$ cat src/rtl/dbr_pkg.sv
package dbr_pkg;

  typedef enum logic [3:0] {
    K_PLAIN = 4'd0,  K_BRA  = 4'd1,  K_BRAF = 4'd2, K_BSR  = 4'd3,
    K_BSRF  = 4'd4,  K_JMP  = 4'd5,  K_JSR  = 4'd6, K_RTS  = 4'd7,
    K_BT    = 4'd8,  K_BF   = 4'd9,  K_RTE  = 4'd10, K_TRAP = 4'd11,
    K_ILL   = 4'd12
  } kind_e;

  typedef enum logic [2:0] {T_IMM, T_IMM_REG, T_REG, T_PR, T_SPC} tgt_e;

  typedef enum logic [1:0] {PC_HOLD, PC_SEQ, PC_PEND} pcsel_e;

  localparam logic [11:0] EXC_TRAP = 12'h160;
  localparam logic [11:0] EXC_ILL  = 12'h180;
  localparam logic [11:0] EXC_SLOT = 12'h1A0;

  typedef struct packed {
    logic        loadPend;
    tgt_e        tgtSel;
    logic        writePr;
    pcsel_e      pcSel;
    logic        loadSr;
    logic        loadTra;
    logic        excFire;
    logic [11:0] excCode;
  } strobe_t;

endpackage

$ cat src/rtl/dbr_control.sv
module dbr_control
  import dbr_pkg::*;
(
  input  logic       clk,
  input  logic       rstN,
  input  logic       instrDone,
  input  logic [3:0] kind,
  input  logic       tFlag,
  output strobe_t    st,
  output logic       slotUncond,
  output logic       slotCond
);

  logic inSlot;
  logic condHeld;
  logic setU;
  logic setC;
  logic takeNow;

  assign inSlot = slotUncond | slotCond;

  always_comb begin
    st       = '0;
    st.pcSel = PC_HOLD;
    setU     = 1'b0;
    setC     = 1'b0;
    takeNow  = 1'b0;
    if (instrDone) begin
      if (inSlot) begin
        if (kind != 4'd0) begin
          st.excFire = 1'b1;
          st.excCode = EXC_SLOT;
        end else begin
          st.pcSel = (slotUncond || condHeld) ? PC_PEND : PC_SEQ;
        end
      end else begin
        unique case (kind)
          K_PLAIN: st.pcSel = PC_SEQ;
          K_BRA:   begin st.tgtSel = T_IMM;     setU = 1'b1; end
          K_BRAF:  begin st.tgtSel = T_IMM_REG; setU = 1'b1; end
          K_BSR:   begin st.tgtSel = T_IMM;     setU = 1'b1; st.writePr = 1'b1; end
          K_BSRF:  begin st.tgtSel = T_IMM_REG; setU = 1'b1; st.writePr = 1'b1; end
          K_JMP:   begin st.tgtSel = T_REG;     setU = 1'b1; end
          K_JSR:   begin st.tgtSel = T_REG;     setU = 1'b1; st.writePr = 1'b1; end
          K_RTS:   begin st.tgtSel = T_PR;      setU = 1'b1; end
          K_BT:    begin st.tgtSel = T_IMM;     setC = 1'b1; takeNow = tFlag; end
          K_BF:    begin st.tgtSel = T_IMM;     setC = 1'b1; takeNow = ~tFlag; end
          K_RTE:   begin st.tgtSel = T_SPC;     setU = 1'b1; st.loadSr = 1'b1; end
          K_TRAP:  begin st.loadTra = 1'b1; st.excFire = 1'b1; st.excCode = EXC_TRAP; end
          default: begin st.excFire = 1'b1; st.excCode = EXC_ILL; end
        endcase
        if (setU || setC) begin
          st.loadPend = 1'b1;
          st.pcSel    = PC_SEQ;
        end
      end
    end
  end

  always_ff @(posedge clk) begin
    if (!rstN) begin
      slotUncond <= 1'b0;
      slotCond   <= 1'b0;
      condHeld   <= 1'b0;
    end else if (instrDone) begin
      if (inSlot) begin
        slotUncond <= 1'b0;
        slotCond   <= 1'b0;
        condHeld   <= 1'b0;
      end else begin
        slotUncond <= setU;
        slotCond   <= setC;
        condHeld   <= takeNow;
      end
    end
  end

endmodule

$ cat src/rtl/dbr_datapath.sv
module dbr_datapath
  import dbr_pkg::*;
#(
  parameter int unsigned   W        = 32,
  parameter int unsigned   STEP     = 2,
  parameter logic [W-1:0]  RESET_PC = 'h100
) (
  input  logic         clk,
  input  logic         rstN,
  input  strobe_t      st,
  input  logic [W-1:0] imm,
  input  logic [W-1:0] regVal,
  input  logic [W-1:0] savedPc,
  input  logic [W-1:0] savedSr,
  output logic [W-1:0] pc,
  output logic [W-1:0] pr,
  output logic [W-1:0] sr,
  output logic [W-1:0] tra,
  output logic         excValid,
  output logic [11:0]  excCode
);

  localparam logic [W-1:0] STEP_W = W'(STEP);
  localparam logic [W-1:0] LINK_W = W'(2 * STEP);

  logic [W-1:0] pending;
  logic [W-1:0] target;

  always_comb begin
    unique case (st.tgtSel)
      T_IMM:     target = imm;
      T_IMM_REG: target = imm + regVal;
      T_REG:     target = regVal;
      T_PR:      target = pr;
      T_SPC:     target = savedPc;
      default:   target = imm;
    endcase
  end

  always_ff @(posedge clk) begin
    if (!rstN) begin
      pc       <= RESET_PC;
      pr       <= '0;
      sr       <= '0;
      tra      <= '0;
      pending  <= '0;
      excValid <= 1'b0;
      excCode  <= '0;
    end else begin
      unique case (st.pcSel)
        PC_SEQ:  pc <= pc + STEP_W;
        PC_PEND: pc <= pending;
        default: pc <= pc;
      endcase
      if (st.loadPend) pending <= target;
      if (st.writePr)  pr      <= pc + LINK_W;
      if (st.loadSr)   sr      <= savedSr;
      if (st.loadTra)  tra     <= {imm[W-2:0], 1'b0};
      excValid <= st.excFire;
      if (st.excFire)  excCode <= st.excCode;
    end
  end

endmodule

$ cat src/rtl/delayed_branch_ctrl.sv
module delayed_branch_ctrl
  import dbr_pkg::*;
#(
  parameter int unsigned  W        = 32,
  parameter int unsigned  STEP     = 2,
  parameter logic [W-1:0] RESET_PC = 'h100
) (
  input  logic         clk,
  input  logic         rstN,
  input  logic         instrDone,
  input  logic [3:0]   kind,
  input  logic [W-1:0] imm,
  input  logic [W-1:0] regVal,
  input  logic         tFlag,
  input  logic [W-1:0] savedPc,
  input  logic [W-1:0] savedSr,
  output logic [W-1:0] pc,
  output logic [W-1:0] pr,
  output logic [W-1:0] sr,
  output logic [W-1:0] tra,
  output logic         excValid,
  output logic [11:0]  excCode,
  output logic         slotUncond,
  output logic         slotCond
);

  strobe_t st;

  dbr_control u_ctrl (
    .clk(clk), .rstN(rstN), .instrDone(instrDone), .kind(kind), .tFlag(tFlag),
    .st(st), .slotUncond(slotUncond), .slotCond(slotCond)
  );

  dbr_datapath #(.W(W), .STEP(STEP), .RESET_PC(RESET_PC)) u_dp (
    .clk(clk), .rstN(rstN), .st(st), .imm(imm), .regVal(regVal),
    .savedPc(savedPc), .savedSr(savedSr), .pc(pc), .pr(pr), .sr(sr),
    .tra(tra), .excValid(excValid), .excCode(excCode)
  );

endmodule

$ cat config.mk
export PLATFORM = sky130hd
export DESIGN_NAME = delayed_branch_ctrl
export DESIGN_NICKNAME = d
export VERILOG_FILES = /design/src/rtl/dbr_pkg.sv /design/src/rtl/dbr_control.sv /design/src/rtl/dbr_datapath.sv /design/src/rtl/delayed_branch_ctrl.sv
export SDC_FILE = /design/constraint.sdc
export NUM_CORES = 1
export LEC_CHECK = 0
export BUFFER_PORTS_ARGS = -buffer_cell sky130_fd_sc_hd__clkbuf_2
export CAP_MARGIN = 0
export CORE_ASPECT_RATIO = 1.75
export CORE_UTILIZATION = 40
export CTS_CLUSTER_DIAMETER = 200
export DETAILED_ROUTE_END_ITERATION = 6
export RECOVER_POWER = 100
export SYNTH_ARGS = -nofsm -noshare
export SYNTH_HDL_FRONTEND = slang
export SYNTH_SLANG_ARGS = --single-unit
$ cat constraint.sdc
create_clock -name clk -period 3.95 [get_ports clk]
set_input_delay 0.395 -clock clk [delete_from_list [all_inputs] [get_ports clk]]
set_output_delay 0.395 -clock clk [all_outputs]
set_load 0.02 [all_outputs]
==> impl_metrics.env <==
export IMPL_status="complete, but fails checks"
export IMPL_violations="max-capacitance violations, max-slew violations"
export IMPL_numCtsBuffers=17
export IMPL_synth_edff_count=0
export IMPL_design_area_um2=11800
export IMPL_vias_per_cell=5.75
export IMPL_dpl_worst_slack_ns=0.814
export IMPL_first_global_vias=9769
export IMPL_finalWeightedCongestion=0.920
export IMPL_slew_headroom=-0.310
export IMPL_dp_final_hpwl_mm=26.2
export IMPL_maxCapViolations=1
export IMPL_slew_viol_final=32
export IMPL_path_buf_inv=1
export IMPL_p_total_mw=4.18
export IMPL_drive_gt1_frac=0.137
export IMPL_arrival_ns=3.48
export IMPL_cp_data_required_time_ns=4.32
export IMPL_crit_top_cell="nand3_1"
export IMPL_area_growth_pct=16.5
export IMPL_root_buffer="clkbuf_16"
export IMPL_yosysTopAreaCellShare=0.330
export IMPL_synth_area_leaders="dfxtp_1, nand2_1, a21boi_0"
export IMPL_post_synth_cell_area_avg_um2=7.90
export IMPL_grt_overflow=0
export IMPL_hold_viol=0
export IMPL_core_um2=24700
export IMPL_p_int_mw=2.90
export IMPL_ant_nets=0
export IMPL_drt_total_wl_mm=35.1
export IMPL_peakVddDrop_v=0.000331
export IMPL_cts_tree="built"
export IMPL_postCtsSetupBuffers=0
export IMPL_combPwrFrac=0.180
export IMPL_netSwitchingFraction=0.306
export IMPL_hold_path_endpoint="u_dp.sr[1]$_SDFFE_PN0P_"
export IMPL_timing_final_crit_share=0.786
export IMPL_setup_worst_path_start_class="register"
export IMPL_leakagePower_nw=4.61
export IMPL_cts_resized=0
export IMPL_grtUsageTotal=0.267
export IMPL_fin_ws_ns=0.843
export IMPL_cts_buffer_depth=2
export IMPL_yosysWarnings=0
export IMPL_antenna_found_initial=1
export IMPL_r2r_slack_ns=0.84
export IMPL_max_slew_worst_pin_slew_ns=1.96
export IMPL_setup_viol=0
export IMPL_drcViolationCount=0
export IMPL_timing_fmax_mhz=322
export IMPL_rows=76
export IMPL_slowest_stage="nor3_1"
export IMPL_first_pass_iters=7
export IMPL_multi_input_area_um2=6180
export IMPL_vias=10400
export IMPL_r2r_cells=11
export IMPL_fillCellCount=2626
export IMPL_netlist_area_um2=10100
export IMPL_pwr_density_cell_nw_per_um2=353
export IMPL_clk_insertion_delay_late_ns=0.45
export IMPL_rsz0062_at_grt="false"
export IMPL_clk_pin_slew_ns=0.07
export IMPL_timing_rr_end="u_dp.pc[17]$_SDFFE_PN0P_"
export IMPL_ys_ff_latch=167
export IMPL_crit_type="reg -> reg"
export IMPL_cpLargestDelayFamily="simple AND/OR/NAND/NOR gates"
export IMPL_die_w_um=122
export IMPL_grt_first_pass_wirelength_mm=53.5
export IMPL_ys_flop_type="dfxtp_1"
export IMPL_placed_cell_area_um2=11500
export IMPL_grt_max_degree=74
export IMPL_crit_fanout=11
export IMPL_clockPowerShare=0.387
export IMPL_fin_crit_ns=3.11
export IMPL_ys_seq_area_frac=0.330
export IMPL_wl_per_cell_um=19.4
export IMPL_port_buffers=269
export IMPL_initial_utilization=0.410
export IMPL_dieArea_um2=26000
export IMPL_pin_count=279
export IMPL_hold_buffers=0
export IMPL_finalNetCount=1656
export IMPL_cp_slowest_stage_delay_ns=0.61
export IMPL_p_sw_mw=1.28
export IMPL_yosysUniqueCellTypes=84
export IMPL_hold_start="savedSr[1]"
export IMPL_crit_path_cell_trace="buf_4, ha_1, nand3_1, nor3_1, nand3_1, nor2_1, and3_1, nand3_1, a21oi_1, o21ai_0, a21oi_1"
export IMPL_drt_initial_drc_count=694
export IMPL_skew_ns=0.00809
export IMPL_seqPwrFrac=0.432
export IMPL_fp_dieH_um=213
export IMPL_crit_path_end_kind="register"
export IMPL_finalSetupTns_ns=0
export IMPL_clock_sinks=167
export IMPL_hold_class="in -> reg"
export IMPL_h_tree_depth=4
export IMPL_r2r_start="u_dp.pc[1]$_SDFFE_PN0P_"
export IMPL_synth_top_cell_by_area="dfxtp_1"
export IMPL_min_path_cells=3
export IMPL_synth_cells=1284
export IMPL_regArea_um2=3340
export IMPL_async_flop_share=0
## flip-flops by register name, summed over array words and instances (netlist names)
signal             cells
u_dp.excValid          1
u_ctrl.slotUncond      1
u_dp.pr               32
u_dp.pending          32
u_ctrl.slotCond        1
u_dp.sr               32
u_dp.excCode           4
u_dp.tra              31
u_dp.pc               32
u_ctrl.condHeld        1
## metrics by stage
| stage | hold WS (ns) | util | std cells |
|---|---|---|---|
| final | 0.178 | 0.478 | 1811 |
| after global routing | 0.180 | 0.478 | 1811 |
| after CTS | 0.149 | 0.489 | 1810 |
| after detailed placement | 0.446 | 0.466 | 1778 |
| after global placement | 0.441 | 0.466 | 1778 |
| after floorplan | 0.439 | - | 1292 |
## power groups by stage
stage	Clock, mW	Combinational, mW	Sequential [mW]
2_1_floorplan	0	0.483	1.85
3_3_place_gp	0	0.755	1.84
3_5_place_dp	0	0.759	1.84
4_1_cts	1.65	0.762	1.80
5_1_grt	1.72	0.823	1.81
6_report	1.62	0.753	1.81
## tightest hold or removal path: stages
cell and delay, ns:
clkbuf_2 0.08, nand2_1 0.04, a21boi_0 0.06
## cell usage after synthesis, types with 7 or more instances
| library cell | count |
|---|---|
| a22oi_1 | 11 |
| a41oi_1 | 7 |
| o221a_2 | 10 |
| a222oi_1 | 24 |
| nor2b_1 | 8 |
| inv_1 | 17 |
| xor2_1 | 21 |
| nor2_1 | 71 |
| o211ai_1 | 13 |
| a21boi_0 | 59 |
| ha_1 | 34 |
| nand4_1 | 18 |
| or3_1 | 16 |
| dfxtp_1 | 167 |
| o211a_1 | 32 |
| a21boi_1 | 8 |
| o21ai_0 | 80 |
| o21ai_1 | 10 |
| a21o_1 | 14 |
| a31oi_1 | 29 |
| clkbuf_1 | 63 |
| nand2_1 | 223 |
| o22ai_1 | 8 |
| nand3_1 | 36 |
| nand2b_1 | 7 |
| buf_4 | 16 |
| a21oi_1 | 74 |
| and2_1 | 25 |
| and3_1 | 9 |
| buf_2 | 26 |
| nor3_1 | 19 |
| mux2i_1 | 11 |
| xnor2_1 | 28 |
## how the worst max path moves through the flow
| stage | end | cells after the start | from |
|---|---|---|---|
| floorplan | u_dp.pc[16]$_SDFFE_PN0P_ | 12 | kind[2] |
| global placement | u_dp.pending[28]$_SDFFE_PN0P_ | 13 | imm[0] |
| detailed placement | u_dp.pending[28]$_SDFFE_PN0P_ | 13 | imm[0] |
| CTS | u_dp.pc[31]$_SDFFE_PN0P_ | 10 | u_dp.pc[1]$_SDFFE_PN0P_ |
| global route | u_dp.pc[17]$_SDFFE_PN0P_ | 11 | u_dp.pc[1]$_SDFFE_PN0P_ |
| finish | u_dp.pc[17]$_SDFFE_PN0P_ | 11 | u_dp.pc[1]$_SDFFE_PN0P_ |
## placed cells by master, fill, tap and decap left out, types with 12 or more instances in the layout
cell / synthesis / layout
clkbuf_2: 1 / 135
o211a_1: 32 / 32
ha_1: 34 / 34
nor3_1: 19 / 22
or3_1: 16 / 16
a31oi_1: 29 / 30
a222oi_1: 24 / 24
buf_4: 16 / 12
and2_1: 25 / 15
xor2_1: 21 / 21
nand2_1: 223 / 224
inv_1: 17 / 17
dfxtp_1: 167 / 167
o21ai_0: 80 / 83
nand4_1: 18 / 18
a21boi_0: 59 / 67
xnor2_1: 28 / 28
a21o_1: 14 / 14
o211ai_1: 13 / 13
nor2_1: 71 / 71
clkbuf_16: 0 / 17
clkbuf_1: 63 / 139
a21oi_1: 74 / 75
nand3_1: 36 / 37
## kinds of logic (layout without fill, tap and decap cells)
logic type / count (synthesis) / after routing / synth area share
other: 1 / 10 / 0.000370
xor gates and xnor gates: 49 / 49 / 0.0423
and+or+nand+nor: 468 / 468 / 0.219
buffers and inverters: 129 / 335 / 0.0592
AOI/OAI and AO/OA: 423 / 423 / 0.294
adders and majority gates: 35 / 35 / 0.0439
muxes: 12 / 12 / 0.0120
DFF: 167 / 167 / 0.330
## metal layers
layer | up-vias | share of wire | wire length (µm) | GRT usage
li1 | 5049 | - | - | -
met1 | 4844 | 0.40 | 14100 | 0.323
met2 | 451 | 0.50 | 17500 | 0.458
met3 | 69 | 0.063 | 2200 | 0.0401
met4 | 0 | 0.036 | 1270 | 0.126
met5 | - | 0 | 0 | 0
## area by class of cell
type                       count  share of cell area
clock inverter                11             0.00762
sequential                   167               0.283
tap                          312              0.0330
clock buffer                  21              0.0398
timing repair buffer         285               0.109
inverter                      18             0.00571
antenna                        1            0.000212
multi-input combinational    996               0.522
Note: power is estimated with default switching activity, not from simulation.
